$ cat src/rtl/led_status_pkg.sv
package led_status_pkg;

    typedef enum logic {
        STR_IDLE = 1'b0,
        STR_HOLD = 1'b1
    } stretch_state_e;

    typedef enum logic [1:0] {
        TRF_DOWN      = 2'd0,
        TRF_STEADY    = 2'd1,
        TRF_FLASH_OFF = 2'd2,
        TRF_FLASH_ON  = 2'd3
    } traffic_state_e;

endpackage

$ cat src/rtl/led_tick_gen.sv
module led_tick_gen #(
    parameter int unsigned TICK_DIV = 50000
) (
    input  logic clk,
    input  logic rst_n,
    output logic tick
);
    localparam int unsigned CW = (TICK_DIV > 1) ? $clog2(TICK_DIV) : 1;
    localparam logic [CW-1:0] LAST = CW'(TICK_DIV - 1);

    logic [CW-1:0] cnt_q;

    always_ff @(posedge clk) begin
        if (!rst_n) begin
            cnt_q <= '0;
        end else if (cnt_q == LAST) begin
            cnt_q <= '0;
        end else begin
            cnt_q <= cnt_q + CW'(1);
        end
    end

    always_comb begin
        tick = (cnt_q == LAST);
    end

    generate
        if (TICK_DIV > 1) begin : g_gap_check
            // time base behind R2 / R3: ticks never come back to back
            assert_tick_gap_R2: assert property (@(posedge clk) disable iff (!rst_n)
                tick |=> !tick);
        end
    endgenerate

endmodule

$ cat src/rtl/led_pulse_stretch.sv
module led_pulse_stretch
    import led_status_pkg::*;
#(
    parameter int unsigned STRETCH_TICKS = 50
) (
    input  logic clk,
    input  logic rst_n,
    input  logic tick,
    input  logic trigger,
    output logic lit
);
    localparam int unsigned RW = $clog2(STRETCH_TICKS + 1);
    localparam logic [RW-1:0] FULL = RW'(STRETCH_TICKS);
    localparam logic [RW-1:0] ONE  = RW'(1);

    stretch_state_e state_q, state_d;
    logic [RW-1:0]  rem_q, rem_d;

    always_ff @(posedge clk) begin
        if (!rst_n) begin
            state_q <= STR_IDLE;
            rem_q   <= '0;
        end else begin
            state_q <= state_d;
            rem_q   <= rem_d;
        end
    end

    always_comb begin
        state_d = state_q;
        rem_d   = rem_q;
        unique case (state_q)
            STR_IDLE: begin
                if (trigger) begin
                    state_d = STR_HOLD;
                    rem_d   = FULL;
                end
            end
            STR_HOLD: begin
                if (trigger) begin
                    rem_d = FULL;
                end else if (tick) begin
                    if (rem_q == ONE) begin
                        state_d = STR_IDLE;
                        rem_d   = '0;
                    end else begin
                        rem_d = rem_q - ONE;
                    end
                end
            end
        endcase
    end

    always_comb begin
        lit = (state_q == STR_HOLD);
    end

    // R2 and R3 share this stretcher
    assert_trigger_lights_R2: assert property (@(posedge clk) disable iff (!rst_n)
        trigger |=> (lit && rem_q == FULL));

    assert_no_early_release_R3: assert property (@(posedge clk) disable iff (!rst_n)
        (lit && !tick) |=> lit);

    assert_count_range_R2: assert property (@(posedge clk) disable iff (!rst_n)
        lit |-> (rem_q != '0 && rem_q <= FULL));

endmodule

$ cat src/rtl/led_traffic_fsm.sv
module led_traffic_fsm
    import led_status_pkg::*;
#(
    parameter int unsigned BLINK_HALF = 50
) (
    input  logic clk,
    input  logic rst_n,
    input  logic tick,
    input  logic traffic_mode,
    input  logic link_up,
    input  logic activity,
    output logic link_lit
);
    localparam int unsigned HW = $clog2(BLINK_HALF + 1);
    localparam logic [HW-1:0] HALF = HW'(BLINK_HALF);
    localparam logic [HW-1:0] ONE  = HW'(1);

    traffic_state_e state_q, state_d;
    logic [HW-1:0]  half_q, half_d;
    logic           expire;

    always_ff @(posedge clk) begin
        if (!rst_n) begin
            state_q <= TRF_DOWN;
            half_q  <= '0;
        end else begin
            state_q <= state_d;
            half_q  <= half_d;
        end
    end

    always_comb begin
        expire  = tick && (half_q == ONE);
        state_d = state_q;
        half_d  = half_q;
        if (!link_up) begin
            state_d = TRF_DOWN;
            half_d  = '0;
        end else if (!traffic_mode) begin
            state_d = TRF_STEADY;
            half_d  = '0;
        end else begin
            unique case (state_q)
                TRF_DOWN: begin
                    state_d = TRF_STEADY;
                end
                TRF_STEADY: begin
                    if (activity) begin
                        state_d = TRF_FLASH_OFF;
                        half_d  = HALF;
                    end
                end
                TRF_FLASH_OFF: begin
                    if (expire) begin
                        state_d = TRF_FLASH_ON;
                        half_d  = HALF;
                    end else if (tick) begin
                        half_d = half_q - ONE;
                    end
                end
                TRF_FLASH_ON: begin
                    if (expire) begin
                        if (activity) begin
                            state_d = TRF_FLASH_OFF;
                            half_d  = HALF;
                        end else begin
                            state_d = TRF_STEADY;
                            half_d  = '0;
                        end
                    end else if (tick) begin
                        half_d = half_q - ONE;
                    end
                end
            endcase
        end
    end

    always_comb begin
        if (traffic_mode) begin
            link_lit = (state_q == TRF_STEADY) || (state_q == TRF_FLASH_ON);
        end else begin
            link_lit = link_up;
        end
    end

    assert_link_down_dark_R5: assert property (@(posedge clk) disable iff (!rst_n)
        !link_up |=> (state_q == TRF_DOWN));

    assert_steady_idle_R6: assert property (@(posedge clk) disable iff (!rst_n)
        (traffic_mode && link_up && state_q == TRF_STEADY && !activity)
        |=> (state_q == TRF_STEADY));

    assert_flash_entry_R7: assert property (@(posedge clk) disable iff (!rst_n)
        (traffic_mode && link_up && state_q == TRF_STEADY && activity)
        |=> (state_q == TRF_FLASH_OFF && half_q == HALF));

    assert_half_range_R7: assert property (@(posedge clk) disable iff (!rst_n)
        (state_q == TRF_FLASH_OFF || state_q == TRF_FLASH_ON)
        |-> (half_q != '0 && half_q <= HALF));

endmodule

$ cat src/rtl/net_led_driver.sv
module net_led_driver #(
    parameter int unsigned TICK_DIV      = 50000,
    parameter int unsigned STRETCH_TICKS = 50,
    parameter int unsigned BLINK_HALF    = 50
) (
    input  logic clk,
    input  logic rst_n,
    input  logic link_good,
    input  logic full_duplex,
    input  logic pol_inverted,
    input  logic collision,
    input  logic tx_pulse,
    input  logic rx_pulse,
    input  logic traffic_mode,
    input  logic polarity_mode,
    output logic led_dup_n,
    output logic led_col_n,
    output logic led_link_n,
    output logic led_rx_n,
    output logic led_tx_n
);
    localparam int unsigned NCH = 2;
    localparam int unsigned CH_RX = 0;
    localparam int unsigned CH_TX = 1;

    logic           tick;
    logic [NCH-1:0] trig;
    logic [NCH-1:0] stretched;
    logic           link_lit;

    led_tick_gen #(.TICK_DIV(TICK_DIV)) u_tick (
        .clk   (clk),
        .rst_n (rst_n),
        .tick  (tick)
    );

    always_comb begin
        trig[CH_RX] = rx_pulse;
        trig[CH_TX] = tx_pulse;
    end

    generate
        for (genvar g = 0; g < NCH; g++) begin : g_stretch
            led_pulse_stretch #(.STRETCH_TICKS(STRETCH_TICKS)) u_str (
                .clk     (clk),
                .rst_n   (rst_n),
                .tick    (tick),
                .trigger (trig[g]),
                .lit     (stretched[g])
            );
        end
    endgenerate

    led_traffic_fsm #(.BLINK_HALF(BLINK_HALF)) u_traffic (
        .clk          (clk),
        .rst_n        (rst_n),
        .tick         (tick),
        .traffic_mode (traffic_mode),
        .link_up      (link_good),
        .activity     (|stretched),
        .link_lit     (link_lit)
    );

    always_comb begin
        led_rx_n   = ~stretched[CH_RX];
        led_tx_n   = ~stretched[CH_TX];
        led_link_n = ~link_lit;
        led_dup_n  = polarity_mode ? ~pol_inverted : ~full_duplex;
        led_col_n  = ~(collision & ~full_duplex);
    end

endmodule

$ cat config.mk
export PLATFORM = sky130hd
export DESIGN_NAME = net_led_driver
export DESIGN_NICKNAME = d
export VERILOG_FILES = /design/src/rtl/led_status_pkg.sv /design/src/rtl/led_tick_gen.sv /design/src/rtl/led_pulse_stretch.sv /design/src/rtl/led_traffic_fsm.sv /design/src/rtl/net_led_driver.sv
export SDC_FILE = /design/constraint.sdc
export NUM_CORES = 1
export LEC_CHECK = 0
export CORE_UTILIZATION = 58
export CTS_CLUSTER_SIZE = 24
export DETAILED_ROUTE_END_ITERATION = 12
export GPL_ROUTABILITY_DRIVEN = 0
export PLACE_DENSITY = 0.79
export SYNTH_ARGS = -nofsm -noshare
export SYNTH_HDL_FRONTEND = slang
export SYNTH_SLANG_ARGS = --single-unit
$ cat constraint.sdc
create_clock -name clk -period 2 [get_ports clk]
set_input_delay 0.4 -clock clk [delete_from_list [all_inputs] [get_ports clk]]
set_output_delay 0.4 -clock clk [all_outputs]
set_load 0.05 [all_outputs]
# Yosys cells after proc, flatten, opt, wreduce, memory -nomap -nowiden
# Index checks and enable logic that the tools add are counted.
# Widths: inputs -> output; s select.
[totals]
register_bits = 38
romBits = 0
latchBits = 0
inputBits = 10
ram_bits = 0
mem_count = 0
word_cells = 84
[classes]
n_reduce_logical = 13
shift = 0
n_div = 0
n_mux = 34
bitwise_logic = 8
order_cmp = 0
n_mul = 0
n_addsub = 4
eq_ne = 17
[ops]
columns = ["cell", "count"]
rows = [
  ["$mux 6", 13],
  ["$pmux 6 s2", 2],
  ["$eq 6x1->1 const B", 3],
  ["$pmux 6 s3", 1],
  ["$sub 6x1->6 const B", 3],
  ["$add 16x1->16 const B", 1],
  ["$eq 16x16->1 const B", 1],
  ["$ne 3x2->1 const B", 5],
  ["$mux 1", 11],
  ["$reduce_and 3->1", 3],
  ["$mux 2", 4],
  ["$pmux 2 s4", 1],
  ["$reduce_and 2->1", 4],
  ["$not 1->1", 7],
  ["$ne 2x1->1 const B", 3],
  ["$eq 2x2->1 const B", 2],
  ["$ne 2x2->1 const B", 2],
  ["$pmux 1 s2", 2],
  ["$reduce_or 2->1", 2],
  ["$reduce_bool 3->1", 1],
  ["$eq 2x1->1 const B", 1],
  ["$logic_not 2->1", 1],
  ["$and 1x1->1", 1],
  ["$logic_and 1x1->1", 1],
  ["$logic_or 1x1->1", 1],
]

# Depth between registers and ports, before layout
[logic_depth]
depth_word = 5
mapped_depth = 7
ltp_nobuf = 6

# By module
# Synthesis repeated with hierarchy kept, for this count alone.
[hier_totals]
hier_cells = 228
hier_area_um2 = 2047.0
[by_module_without_submodules]
columns = ["mod", "cells_each", "n_inst", "area_each_um2"]
rows = [
  ["led_tick_gen", 79, 1, 789.5],
  ["led_pulse_stretch", 42, 2, 364.1],
  ["led_traffic_fsm", 59, 1, 495.5],
  ["net_led_driver", 6, 1, 33.8],
]

# Least setup slack after synthesis
# Ideal clock, no wire load.
[synth_path]
path_kind = "register -> register"
start = "reg u_tick.cnt_q[7]"
end = "reg g_stretch[1].u_str.rem_q[5]"
slack_ns = 0.338
setup_ns = 0.122
t_required_ns = 1.878
arrival_time_ns = 1.540
stages_incl_launch_ff = 6
cell_sequence = "dfxtp_1 buf_6 nor4b_4 nand4_4 or4b_1 o311a_1"
[synth_via]
elab_chain_cells = 3
[synth_rtl]
columns = ["item", "line_no", "text"]
rows = [
  ["from (decl)", "led_tick_gen.sv:11", "logic [CW-1:0] cnt_q;"],
  ["from (signal assigned)", "led_tick_gen.sv:19", "cnt_q <= cnt_q + CW'(1);"],
  ["$eq 16x16->1", "led_tick_gen.sv:24", "tick = (cnt_q == LAST);"],
  ["$ne 3x2->1 (no source line)", "--", ""],
  ["$reduce_and 2->1 (no source line)", "--", ""],
  ["to (signal assigned)", "led_pulse_stretch.sv:25", "rem_q <= rem_d;"],
  ["to (decl)", "led_pulse_stretch.sv:17", "logic [RW-1:0] rem_q, rem_d;"],
]
# Every way passes these cells.
# A chain may end at the register's enable or synchronous reset.

# Final worst setup path
[layout_path]
start = "in traffic_mode"
end = "out led_link_n"
[layout_via]
elab_chain_cells = 2
[layout_rtl]
columns = ["item", "line_no", "text"]
rows = [
  ["from (decl)", "net_led_driver.sv:14", "input logic traffic_mode,"],
  ["$mux 1", "led_traffic_fsm.sv:79", "if (traffic_mode) begin"],
  ["$not 1->1", "net_led_driver.sv:67", "led_link_n = ~link_lit;"],
  ["to (decl)", "net_led_driver.sv:18", "output logic led_link_n,"],
]
# Every way passes these cells.

==> results.py <==
metrics = {
    "floorplan": {
        "core_um2": 3360,
        "die_y_um": 61.3,
        "rows": 21,
        "die_w_um": 61.3,
        "dieArea_um2": 3760,
        "ios": 15,
        "initial_core_util": 0.606,
    },
    "sta": {
        "tightest_slew_ps": 364,
        "grt_setup_unrepaired": "false",
        "fin_setup_tns_ps": 0,
        "finalHoldViolCount": 0,
        "setup_viol": 0,
        "whs_ps": 453,
        "maxSlewViolCount": 0,
        "skew_ps": 8.54,
        "period_needed_ps": 1840,
        "post-route-period-util": 0.920,
        "max_slew_margin": 0.754,
        "achievable-frequency_mhz": 543,
    },
    "worst_hold_path": {
        "worstHoldPathType": "reg -> reg",
        "holdPathStages": 1,
    },
    "global_routing": {
        "grt_pass1_vias": 1655,
        "grtUsageMet3": 0.0693,
        "grt_util_met1": 0.329,
        "top_usage_layer": "met2",
        "grt_max_degree": 15,
        "overflow": 0,
        "use_met2": 0.390,
        "antenna_found_initial": 0,
        "grt_usage": 0.252,
        "grt_pass1_wl_um": 6930,
    },
    "logic_synthesis": {
        "synth_edf_count": 0,
        "synth_area_per_cell_um2": 8.60,
        "seq_area_frac_synth": 0.373,
        "synth-main-ff-cell": "dfxtp_1",
        "postSynth.asyncResetShare": 0,
        "syn-num-nets": 254,
        "ys_ff_latch": 38,
        "netlist_area_um2": 2040,
        "syn_inst": 237,
        "yosys_warnings": 0,
        "yosysUniqueCellTypes": 48,
    },
    "layout": {
        "nFillCells": 300,
        "final_cells": 303,
        "mostFrequentLayoutCell": "dfxtp_1",
        "diodes": 0,
        "regArea_um2": 761,
        "multi_input_area_um2": 1180,
        "area_delta_synth_final_pct": 15.0,
        "mostFrequentLayoutCells": "dfxtp_1, nor2_1, a21oi_1, buf_4, nand4_1",
        "nNetsFinal": 275,
        "design_area_um2": 2340,
        "drive_above_1_share": 0.121,
    },
    "power": {
        "leakagePower_uw": 0.000871,
        "powerDensity_nw_per_um2": 579,
        "total_power_uw": 1360,
        "ir_drop_mv": 0.438,
    },
    "critical_path": {
        "reg2reg_slack_ps": 170,
        "crit_type": "in -> out",
        "arrival_ps": 1440,
        "cp_slowest_cell": "clkdlybuf4s50_1",
        "slowest_delay_ps": 560,
        "path_cells": "clkdlybuf4s50_1 > mux2i_1 > buf_12",
        "rr_worst_depth": 6,
        "cp-end-kind": "primary output",
        "start_kind": "input pin",
        "endpoint": "led_link_n",
        "crit_fanout": 5,
        "r2r-end": "g_stretch[0].u_str.rem_q[5]$_SDFFE_PN0P_",
        "r2r_start": "u_tick.cnt_q[0]$_SDFF_PP0_",
        "critPathRequiredTime_ps": 1600,
        "cp-startpoint": "traffic_mode",
    },
    "route": {
        "drtPass1Iterations": 4,
        "num_vias": 1844,
        "ant_nets": 0,
        "avgViaCountPerCell": 6.09,
        "totalWireLength_um": 4310,
        "drc_errors": 0,
        "first_iter_violations": 186,
        "wl_per_cell_um": 14.2,
    },
    "outcome": {
        "outcome": "completed",
    },
    "clock_tree": {
        "htree_levels": 2,
        "tritoncts": "built",
        "cts.clk_slew.worst_paths_ps": 100,
        "clockBufferDepth": 2,
        "cts_resized": 0,
        "post_cts_buffers": 0,
        "clock_latency_ps": 340,
        "cts_root_buf": "clkbuf_4",
        "hold_buffers": 0,
        "clkSinkCount": 38,
        "numCtsBuffers": 5,
    },
    "placed_design": {
        "placed_cells": 297,
        "placed_area_um2": 2290,
        "io_buffers": 14,
        "dp_hpwl_um": 3130,
    },
    "flow_run": {
        "max_cap_violations": 0,
    },
}
-- flip-flops by register name, summed over array words and instances, names as in the netlist --
| register | flops |
|---|---|
| u_tick.cnt_q | 16 |
| g_stretch.u_str.rem_q | 12 |
| u_traffic.state_q | 2 |
| g_stretch.u_str.lit | 2 |
| u_traffic.half_q | 6 |
-- report_power, final --
group / leakage (uW) / internal [uW] / total (uW) / switching [uW]
logic: 0.000531 / 76.5 / 164 / 88.0
registers: 0.000310 / 776 / 795 / 19.0
clock network: 0.0000302 / 159 / 398 / 240
-- cells by family after synthesis --
group,after synthesis,share of synthesized area
simple gates,103,0.300
fa+ha+maj,7,0.0430
xor+xnor,11,0.0473
compound gates,53,0.177
mux,2,0.00982
buf+inv,23,0.0491
flops,38,0.373
-- worst max-delay path: cells and delay by family --
family	cells	cell delay, ps
buffers and inverters	2	730
muxes	1	310
-- per-layer routing --
metal | share of wire | vias to the layer above | wire (um)
met5 | 0 | - | 0
met4 | 0.019 | 0 | 82
met3 | 0.040 | 8 | 173
met2 | 0.46 | 43 | 1990
met1 | 0.48 | 867 | 2060
li1 | - | 926 | -
-- cells in the mapped netlist, types with 3 or more instances --
cell type  number  area share
nand3_1         8       0.020
and3_1          5       0.015
nor3_1          8       0.020
ha_1            7       0.043
xor2_1          9       0.039
nand2_1        11       0.020
or3_1           7       0.021
inv_1          11       0.020
and2_1          4       0.012
o311ai_0        3       0.013
a31oi_1         4       0.012
nand2b_1        3      0.0092
o21ai_0         9       0.022
a21oi_1        14       0.034
nor2_1         23       0.042
nand4_1        13       0.040
clkbuf_1        8       0.015
o311a_1         3       0.015
and4_1          3       0.013
o41ai_1         4       0.017
o21a_1          4       0.015
dfxtp_1        38        0.37
-- per-stage QoR --
step,worst slack [ps],util
floorplan,338,-
global placement,177,0.682
detailed placement,125,0.682
CTS,107,0.697
global route,3.49,0.697
finish,159,0.697
-- final cells by class --
type / instances / area share
Clock buffer: 6 / 0.0219
Sequential cell: 38 / 0.324
Timing Repair Buffer: 26 / 0.109
Tap cell: 46 / 0.0245
Inverter: 11 / 0.0176
Multi-Input combinational cell: 176 / 0.503
-- worst min-delay path by stage --
stage / slack, ps / from / end
after floorplan: 410 / u_tick.cnt_q[0]$_SDFF_PP0_ / u_tick.cnt_q[0]$_SDFF_PP0_
after global placement: 430 / u_tick.cnt_q[0]$_SDFF_PP0_ / u_tick.cnt_q[0]$_SDFF_PP0_
after detailed placement: 440 / u_tick.cnt_q[0]$_SDFF_PP0_ / u_tick.cnt_q[0]$_SDFF_PP0_
after CTS: 450 / u_tick.cnt_q[0]$_SDFF_PP0_ / u_tick.cnt_q[0]$_SDFF_PP0_
after global routing: 460 / u_tick.cnt_q[0]$_SDFF_PP0_ / u_tick.cnt_q[0]$_SDFF_PP0_
final: 450 / u_tick.cnt_q[0]$_SDFF_PP0_ / u_tick.cnt_q[0]$_SDFF_PP0_
Note: power is estimated with default switching activity, not from simulation.
